$ cat src/rtl/rcc_pkg.sv
package rcc_pkg;
  typedef logic [7:0] reg8_t;

  // Load value of a register whose only set bit after reset is at position idx
  function automatic reg8_t single_bit(input int unsigned idx);
    reg8_t v;
    v = '0;
    v[idx[2:0]] = 1'b1;
    return v;
  endfunction

  // Clocks from the first edge after pin release to core run
  function automatic int unsigned release_latency(input int unsigned stages,
                                                   input int unsigned div,
                                                   input int unsigned boundaries);
    return stages + div * boundaries;
  endfunction
endpackage

$ cat src/rtl/rcc_rstsync.sv
module rcc_rstsync #(
  parameter int unsigned STAGES = 2
) (
  input  logic clk,
  input  logic pin_n,
  output logic sync_n
);
  logic [STAGES-1:0] chain;

  generate
    if (STAGES == 1) begin : g_single
      always_ff @(posedge clk or negedge pin_n)
        if (!pin_n) chain <= '0;
        else        chain <= 1'b1;
    end else begin : g_multi
      always_ff @(posedge clk or negedge pin_n)
        if (!pin_n) chain <= '0;
        else        chain <= {chain[STAGES-2:0], 1'b1};
    end
  endgenerate

  assign sync_n = chain[STAGES-1];
endmodule

$ cat src/rtl/rcc_cycdiv.sv
module rcc_cycdiv #(
  parameter int unsigned DIV = 10
) (
  input  logic clk,
  input  logic clr,
  input  logic hold,
  output logic tick
);
  localparam int unsigned CW = (DIV > 1) ? $clog2(DIV) : 1;
  localparam logic [CW-1:0] LAST = CW'(DIV - 1);

  logic [CW-1:0] cnt;

  function automatic logic [CW-1:0] next_cnt(input logic [CW-1:0] c);
    return (c == LAST) ? '0 : c + 1'b1;
  endfunction

  always_ff @(posedge clk)
    if (clr)        cnt <= '0;
    else if (!hold) cnt <= next_cnt(cnt);

  assign tick = (cnt == LAST) && !clr;

  AST_TICK_SPACING: assert property (@(posedge clk) disable iff (clr)
    tick |=> !tick) else $error("cycle tick repeated");
endmodule

$ cat src/rtl/rcc_relseq.sv
module rcc_relseq #(
  parameter int unsigned BOUNDARIES = 1
) (
  input  logic clk,
  input  logic sync_n,
  input  logic cyc_en,
  output logic run_q
);
  logic fire;

  generate
    if (BOUNDARIES <= 1) begin : g_direct
      assign fire = cyc_en;
    end else begin : g_count
      localparam int unsigned BW = $clog2(BOUNDARIES);
      logic [BW-1:0] seen;
      always_ff @(posedge clk)
        if (!sync_n)     seen <= '0;
        else if (cyc_en && !run_q) seen <= seen + 1'b1;
      assign fire = cyc_en && (seen == BW'(BOUNDARIES - 1));
    end
  endgenerate

  always_ff @(posedge clk)
    if (!sync_n)              run_q <= 1'b0;
    else if (fire && !run_q)  run_q <= 1'b1;

  AST_RUN_ON_BOUNDARY: assert property (@(posedge clk) disable iff (!sync_n)
    $rose(run_q) |-> $past(cyc_en)) else $error("run not on boundary");
endmodule

$ cat src/rtl/mcu_reset_ctrl.sv
module mcu_reset_ctrl #(
  parameter int unsigned DIV          = 10,
  parameter int unsigned SYNC_STAGES  = 2,
  parameter int unsigned REL_BOUNDS   = 1,
  parameter logic [7:0]  SP_INIT      = 8'h6F,
  parameter int unsigned TX_EMPTY_BIT = 1
) (
  input  logic       clk_in,
  input  logic       rst_pin_n,
  input  logic       por_flag,
  input  logic       halt_req,
  input  logic       wr_busy,
  output logic       cyc_en,
  output logic       core_run,
  output logic       halted,
  output logic       port_hiz,
  output logic       port_d_high,
  output logic       wr_abort,
  output logic       cold_rst,
  output logic       retained_ok,
  output logic [7:0] sp_rst_val,
  output logic [7:0] ctrl_rst_val,
  output logic [7:0] uart_en_rst_val
);
  import rcc_pkg::*;

  localparam int unsigned REL_LAT = release_latency(SYNC_STAGES, DIV, REL_BOUNDS);

  // Named internal events
  logic sync_n;
  logic run_q;
  logic halted_q;
  logic abort_q;
  logic cold_q;
  logic reset_entry;
  logic halt_take;

  rcc_rstsync #(.STAGES(SYNC_STAGES)) u_sync (
    .clk    (clk_in),
    .pin_n  (rst_pin_n),
    .sync_n (sync_n)
  );

  rcc_cycdiv #(.DIV(DIV)) u_div (
    .clk  (clk_in),
    .clr  (!sync_n),
    .hold (halted_q),
    .tick (cyc_en)
  );

  rcc_relseq #(.BOUNDARIES(REL_BOUNDS)) u_rel (
    .clk    (clk_in),
    .sync_n (sync_n),
    .cyc_en (cyc_en),
    .run_q  (run_q)
  );

  assign reset_entry = run_q && !sync_n;
  assign halt_take   = cyc_en && run_q && halt_req;

  always_ff @(posedge clk_in)
    if (!sync_n)        halted_q <= 1'b0;
    else if (halt_take) halted_q <= 1'b1;

  always_ff @(posedge clk_in)
    if (!sync_n && por_flag) abort_q <= 1'b0;
    else if (reset_entry)    abort_q <= wr_busy;

  always_ff @(posedge clk_in)
    if (!sync_n) cold_q <= por_flag;

  // Pin path stays combinational; release path is synchronized
  assign core_run    = run_q && rst_pin_n;
  assign port_hiz    = !core_run;
  assign port_d_high = !core_run;
  assign halted      = halted_q;
  assign wr_abort    = abort_q;
  assign cold_rst    = cold_q;
  assign retained_ok = !cold_q && !abort_q;

  assign sp_rst_val      = SP_INIT;
  assign ctrl_rst_val    = '0;
  assign uart_en_rst_val = single_bit(TX_EMPTY_BIT);

  AST_HALT_STOPS_CYCLE: assert property (@(posedge clk_in) disable iff (!sync_n)
    halted_q |-> !cyc_en) else $error("cycle enable during halt");
  AST_HALT_WAKE: assert property (@(posedge clk_in) disable iff (por_flag)
    !sync_n |=> !halted_q) else $error("reset did not end halt");
  AST_ABORT_CAPTURE: assert property (@(posedge clk_in) disable iff (por_flag)
    (reset_entry && wr_busy) |=> abort_q) else $error("aborted write missed");
  AST_RELEASE_WINDOW: assert final (REL_LAT <= 2 * DIV)
    else $error("release later than two cycles");
endmodule

$ cat config.mk
export PLATFORM = sky130hd
export DESIGN_NAME = mcu_reset_ctrl
export DESIGN_NICKNAME = d
export VERILOG_FILES = /design/src/rtl/rcc_pkg.sv /design/src/rtl/rcc_rstsync.sv /design/src/rtl/rcc_cycdiv.sv /design/src/rtl/rcc_relseq.sv /design/src/rtl/mcu_reset_ctrl.sv
export SDC_FILE = /design/constraint.sdc
export NUM_CORES = 1
export LEC_CHECK = 0
export CORE_MARGIN = 2
export CORE_UTILIZATION = 38
export CTS_CLUSTER_DIAMETER = 200
export DETAILED_ROUTE_END_ITERATION = 7
export GPL_ROUTABILITY_DRIVEN = 0
export GPL_TIMING_DRIVEN = 0
export PLACE_DENSITY = 0.83
export SETUP_SLACK_MARGIN = 0.5
export SLEW_MARGIN = 20
export SYNTH_ARGS = -nofsm -noshare
export SYNTH_HDL_FRONTEND = slang
export SYNTH_HIERARCHICAL = 1
export SYNTH_SLANG_ARGS = --single-unit
$ cat constraint.sdc
create_clock -name clk_in -period 2.6 [get_ports clk_in]
set_input_delay 0.52 -clock clk_in [delete_from_list [all_inputs] [get_ports clk_in]]
set_output_delay 0.52 -clock clk_in [all_outputs]
set_load 0.02 [all_outputs]
==> key figures, run 1 <==
Run status
  – Outcome: finished clean

Detailed routing
  – Via count: 443
  – DR WL/cell: 7.55 microns
  – Routed Antenna Nets: 0
  – Pre-antenna DRT Iters: 4
  – Remaining DRCs: 0
  – Via/cell ratio: 3.72
  – Detailed router's first-iteration violation count: 2
  – WL final: 899 microns

Setup path
  – Slowest-stage cell, CP: dfrtp_1
  – CP cell instances: inv_1 > nor2_1 > and3_1 > dlygate4sd2_1
  – CP Max Fanout: 8
  – CP required: 2.08 ns
  – Crit path launch type: flop
  – Worst Path Class, Setup: flop to output port
  – CP Buf/Inv Count: 2
  – Worst EP arrival: 1.46 ns
  – Cell family contributing the most delay on the critical path: buffers and inverters
  – Crit. End Element: output port
  – CP max stage delay: 0.38 ns

STA
  – Fin. Hold Viols: 0
  – Period minus WS final: 1.98 ns
  – Final worst slack: 0.624 ns
  – Fin Setup TNS: 0 ns
  – Final setup violation count: 0
  – Fmax: 506 MHz
  – Final period util: 76.0%
  – Slew Viols, Final: 0
  – Worst clock skew: 0.00478 ns
  – Unrepaired setup endpoints after global routing: no

Synthesis
  – Distinct cells, synth: 22
  – Synthesis Warnings: 6
  – Post-synthesis register bit count: 10
  – Post-synthesis sequential area ratio: 37.8%
  – Mean Syn Cell Area: 8.97 sq um
  – Synth Cell Area: 583 sq um
  – Mapped Cells: 65

Layout
  – Antenna cells: 0
  – Register area: 220 sq um
  – Final nets: 109
  – Filler cell count: 148
  – Area growth, synth to finish: 44.0%
  – Area of the multi-input gates: 250 sq um
  – Share of cells above drive strength 1: 29.1%
  – Commonest cells after routing, fill and taps aside: 25 x buf_4, 25 x conb_1, 7 x dfxtp_1, 7 x clkdlybuf4s50_1, 5 x nor2_1

Placed design
  – DPL Wire Length: 724 microns
  – Setup WS pre-CTS: 0.260 ns
  – Buffers on Ports: 12

Power and ir drop
  – LEAKAGE: 0.458 nW
  – Net Sw Power: 0.103 mW
  – Seq pwr share: 43.2%
  – Peak VDD IR: 0.364 mV
  – Power density cells: 461 mW/mm^2
  – Combinational Power Share: 21.2%
  – Cell Int Power: 0.284 mW
  – Clock power frac: 35.6%
  – Sw frac: 26.7%

GRT
  – Met2 usage: 14.9%
  – Grt ovf: 0
  – Routing usage on met1: 11.3%
  – Initial antenna violation count: 0
  – Number of global-route vias before repair: 334
  – First-pass GRT wire length: 1.39 mm
  – Most used routing layer in global routing: met2
  – Met3 usage: 7.23%
  – Total GRT Usage: 10.7%
  – Largest net degree at the start of global routing: 9

Clock tree
  – CTS Buffer Depth: 2
  – Root Driver: clkbuf_4
  – Clock latency at the later pin of the worst-skew pair: 0.27 ns
  – CTS tree: built
  – TritonCTS sink count: 10
  – CTS clk-pin slew, worst paths: 0.06 ns
  – H-tree levels: 1
  – CTS buffer count: 3
  – Hold Buf Count CTS: 0

Die
  – Chip Height: 43.2 microns
  – Full die area: 0.00186 sq mm
  – Num ports: 37
  – Starting Density: 39.6%
  – Horiz. Die Dim: 43.2 microns
  – CORE AREA: 0.00147 sq mm
  – Row cnt: 14

Job
  – Max-cap viol count: 0

Min path
  – Worst min path class: input pin to async pin
[worst reg2reg max path, stage by stage (launching register included)]
cell,delay [ns]
dfrtp_1,0.38
inv_1,0.21
nor2_1,0.07
and3_1,0.21
a31oi_1,0.16
nor2_1,0.05
[per-layer routing]
| layer | vias up | part of all wire, % | wire length (microns) |
|---|---|---|---|
| met2 | 23 | 45 | 404 |
| met5 | - | 0 | 0 |
| li1 | 235 | - | - |
| met4 | 0 | 1.9 | 17 |
| met1 | 181 | 39 | 351 |
| met3 | 4 | 14 | 125 |
[sequential cells by signal, summed over array words and instances (netlist names)]
| register | flops |
|---|---|
| u_div/cnt | 4 |
| u_sync/chain | 2 |
| cold_rst | 1 |
| halted | 1 |
| u_rel/run_q | 1 |
| wr_abort | 1 |
[logic make-up (layout without fill, tap and decap cells)]
family	Yosys count	after routing	share of synthesized area, %
compound gates	8	8	9.44
other cells	3	25	1.93
simple gates	15	15	14.4
buf+inv	27	43	33.5
xor+xnor	2	2	3.00
flops	10	10	37.8
[power groups by stage]
stage          registers (mW)  clock network, mW  logic (mW)
2_1_floorplan           0.170                  0      0.0684
3_3_place_gp            0.170                  0      0.0806
3_5_place_dp            0.171                  0      0.0812
4_1_cts                 0.167              0.143      0.0813
5_1_grt                 0.168              0.149      0.0888
6_report                0.167              0.138      0.0821
[synthesized netlist by cell type, drive strengths merged]
master | instances | area [sq um]
buf | 25 | 188
dfxtp | 7 | 140
nor2 | 5 | 18.8
conb | 3 | 11.3
nor2b | 3 | 18.8
a21oi | 2 | 13.8
dfrtp | 2 | 50.1
inv | 2 | 7.51
nand2 | 2 | 7.51
o21ai | 2 | 10.0
xor2 | 2 | 17.5
a31oi | 1 | 6.26
a32o | 1 | 10.0
and3 | 1 | 6.26
and4bb | 1 | 12.5
edfxtp | 1 | 30.0
nand2b | 1 | 6.26
nand3b | 1 | 7.51
o21a | 1 | 7.51
o21bai | 1 | 7.51
or3 | 1 | 6.26
[layout make-up]
cell class              count  area share (%)
repair buffers             12            14.0
multi-input cells          50            29.8
well taps                  16            2.38
plain buffers              25            22.4
clock buffers               4            4.32
flip-flops and latches     10            26.2
inverters                   2           0.894
[final timing paths]
check,startpoint,slack [ns],cells after the start,end
max,u_sync/chain[1],0.62,4,cyc_en
min,rst_pin_n,0.05,1,u_sync/chain[1]
max reg2reg,u_sync/chain[1],1.41,5,halted
min reg2reg,u_sync/chain[0],0.35,0,u_sync/chain[1]
max in group asynchronous,rst_pin_n,2.41,1,u_sync/chain[0]
min in group clk_in,u_sync/chain[0],0.35,0,u_sync/chain[1]
[timing repair]
action,CTS,global route
buffers inserted,0,0
resized for setup,4,1
endpoints found under the setup margin,4,2
[through the flow]
step	util [%]	total power, mW	std cells	cell area (sq um)	hold slack (ns)
final	57.1	0.387	119	840	0.0463
after global placement	54.8	0.251	115	806	0.333
after global routing	57.1	0.406	119	840	0.0540
after CTS	56.9	0.391	119	837	0.350
after floorplan	-	0.239	87	666	0.224
after detailed placement	54.8	0.252	115	806	0.336
Power figures use the tool's default switching activity.
==> run 2: changes to the inputs <==
- CORE_UTILIZATION: 38 -> 31
- PLACE_DENSITY: 0.83 -> 0.73
- clock period: 2.6 -> 1.8 ns (I/O delays scaled with it)
==> run 2 against run 1 <==
  * Non-clock buffer count increased by 5
  * Sequential cell count did not move
  * Wire length up 11%
  * Critical path type unchanged
  * Largest power group unchanged
  * Highest routed layer unchanged
==> key figures, run 2 (synthesis results as in run 1) <==
Detailed routing
  – WL final: 997 microns
  – Routed Antenna Nets: 0
  – DR WL/cell: 7.50 microns
  – Via/cell ratio: 3.38
  – Pre-antenna DRT Iters: 1
  – Remaining DRCs: 0
  – Detailed router's first-iteration violation count: 0
  – Via count: 450

Setup path
  – Worst EP arrival: 1.06 ns
  – Worst Path Class, Setup: flop to output port
  – Worst Setup SP: u_sync/chain[1]
  – CP Max Fanout: 2
  – Crit path launch type: flop
  – CP required: 1.44 ns
  – Crit. End Element: output port
  – Worst flop-to-flop path startpoint: u_sync/chain[1]

Clock tree
  – Root Driver: clkbuf_4
  – CTS tree: built
  – CTS buffer count: 3
  – CTS Buffer Depth: 2
  – Clock latency at the later pin of the worst-skew pair: 0.26 ns
  – H-tree levels: 1
  – CTS clk-pin slew, worst paths: 0.06 ns
  – TritonCTS sink count: 10

GRT
  – Initial antenna violation count: 0
  – Number of global-route vias before repair: 390
  – Largest net degree at the start of global routing: 8
  – Total GRT Usage: 10.9%
  – First-pass GRT wire length: 1.64 mm
  – Grt ovf: 0

Layout
  – Register area: 224 sq um
  – Largest Register: u_div/cnt
  – Antenna cells: 0
  – Area of the multi-input gates: 268 sq um
  – Design Area, Final: 896 sq um
  – Filler cell count: 171
  – Number of flip-flops in the largest register: 4
  – Leading cell type in the layout, fill and taps excluded: buf_4
  – Final nets: 114
  – Registers with the most flip-flops: u_div/cnt x4, u_sync/chain x2
  – Share of cells above drive strength 1: 45.4%
  – Area growth, synth to finish: 53.6%
  – Commonest cells after routing, fill and taps aside: 28 x buf_4, 25 x conb_1, 4 x nor2_1, 4 x dfxtp_1

Run status
  – Outcome: finished clean

STA
  – Unrepaired setup endpoints after global routing: yes
  – Final worst slack: 0.382 ns
  – Worst hold margin: 0.352 ns
  – Final period util: 78.8%
  – Fmax: 705 MHz
  – Fin. Hold Viols: 0
  – Slew Viols, Final: 0
  – Final setup violation count: 0
  – Worst clock skew: 0.00864 ns
  – Period minus WS final: 1.42 ns

Die
  – Full die area: 0.00224 sq mm
  – Starting Density: 33.4%
  – Num ports: 37
  – Row cnt: 15
  – CORE AREA: 0.00175 sq mm
  – Chip Height: 47.4 microns
  – Horiz. Die Dim: 47.4 microns

Placed design
  – Setup WS pre-CTS: -0.212 ns
  – DPL Wire Length: 718 microns
  – Area post-placement: 817 sq um
  – Buffers on Ports: 12

Job
  – Max-cap viol count: 0

Min path
  – Worst min path class: flop to flop
  – Hold_sp: u_sync/chain[0]

Power and ir drop
  – Seq pwr share: 46.2%
  – LEAKAGE: 0.471 nW
  – Power density cells: 586 mW/mm^2
  – Net Sw Power: 0.149 mW
  – Peak VDD IR: 0.453 mV
  – Cell Int Power: 0.376 mW
  – Combinational Power Share: 23.7%
  – Clock power frac: 30.0%
  – Sw frac: 28.5%
==> run 2: metrics by stage <==
stage	TNS [ns]	power [mW]	std cells	utilization [%]
global route	0	0.560	133	51.3
floorplan	0	0.345	87	-
global placement	-0.478	0.362	124	46.8
detailed placement	-0.533	0.363	124	46.8
finish	0	0.525	133	51.3
CTS	0	0.533	133	51.3
==> run 2: final timing paths <==
path | end | slack, ns | cells past startpoint
max in group asynchronous | u_sync/chain[1] | 1.11 | 2
min in group asynchronous | u_sync/chain[0] | 0.57 | 2
max | cyc_en | 0.38 | 4
min | u_sync/chain[1] | 0.35 | 0
max reg2reg | halted | 0.69 | 6
min reg2reg | u_sync/chain[1] | 0.35 | 0
==> run 2: worst max-delay path: stages, from the launching register on <==
cell and delay [ns]:
dfrtp_1 0.39, inv_4 0.04, nor2_2 0.07, and3_4 0.19, buf_6 0.11
==> run 2: per-layer routing <==
layer,global-route usage [%],vias up,wire length (microns),share of wire (%)
met5,0,-,0,0
met3,6.15,2,107,11
met1,10.1,180,394,40
met2,19.2,23,485,49
met4,5.00,0,10,1.0
li1,-,245,-,-
==> run 2: what timing repair did <==
action,CTS,global route
setup endpoints to repair,8,3
hold buffers,1,0
endpoints found under the hold margin,2,0
buffers inserted,4,0
gates resized for setup,43,3
pin swaps,1,1
==> run 2: final cells by class <==
class	count	area share, %
inverter	2	1.12
timing repair buffer	17	16.2
sequential	10	25.0
clock buffer	4	2.93
buffer	25	21.4
multi-input combinational	50	29.9
tap	25	3.49
==> run 2: power groups by stage <==
| stage | clock (mW) | combinational [mW] | sequential, mW |
|---|---|---|---|
| final | 0.158 | 0.125 | 0.243 |
| after global routing | 0.180 | 0.137 | 0.244 |
| after CTS | 0.169 | 0.122 | 0.242 |
| after detailed placement | 0 | 0.118 | 0.246 |
| after global placement | 0 | 0.117 | 0.246 |
| after floorplan | 0 | 0.0988 | 0.246 |
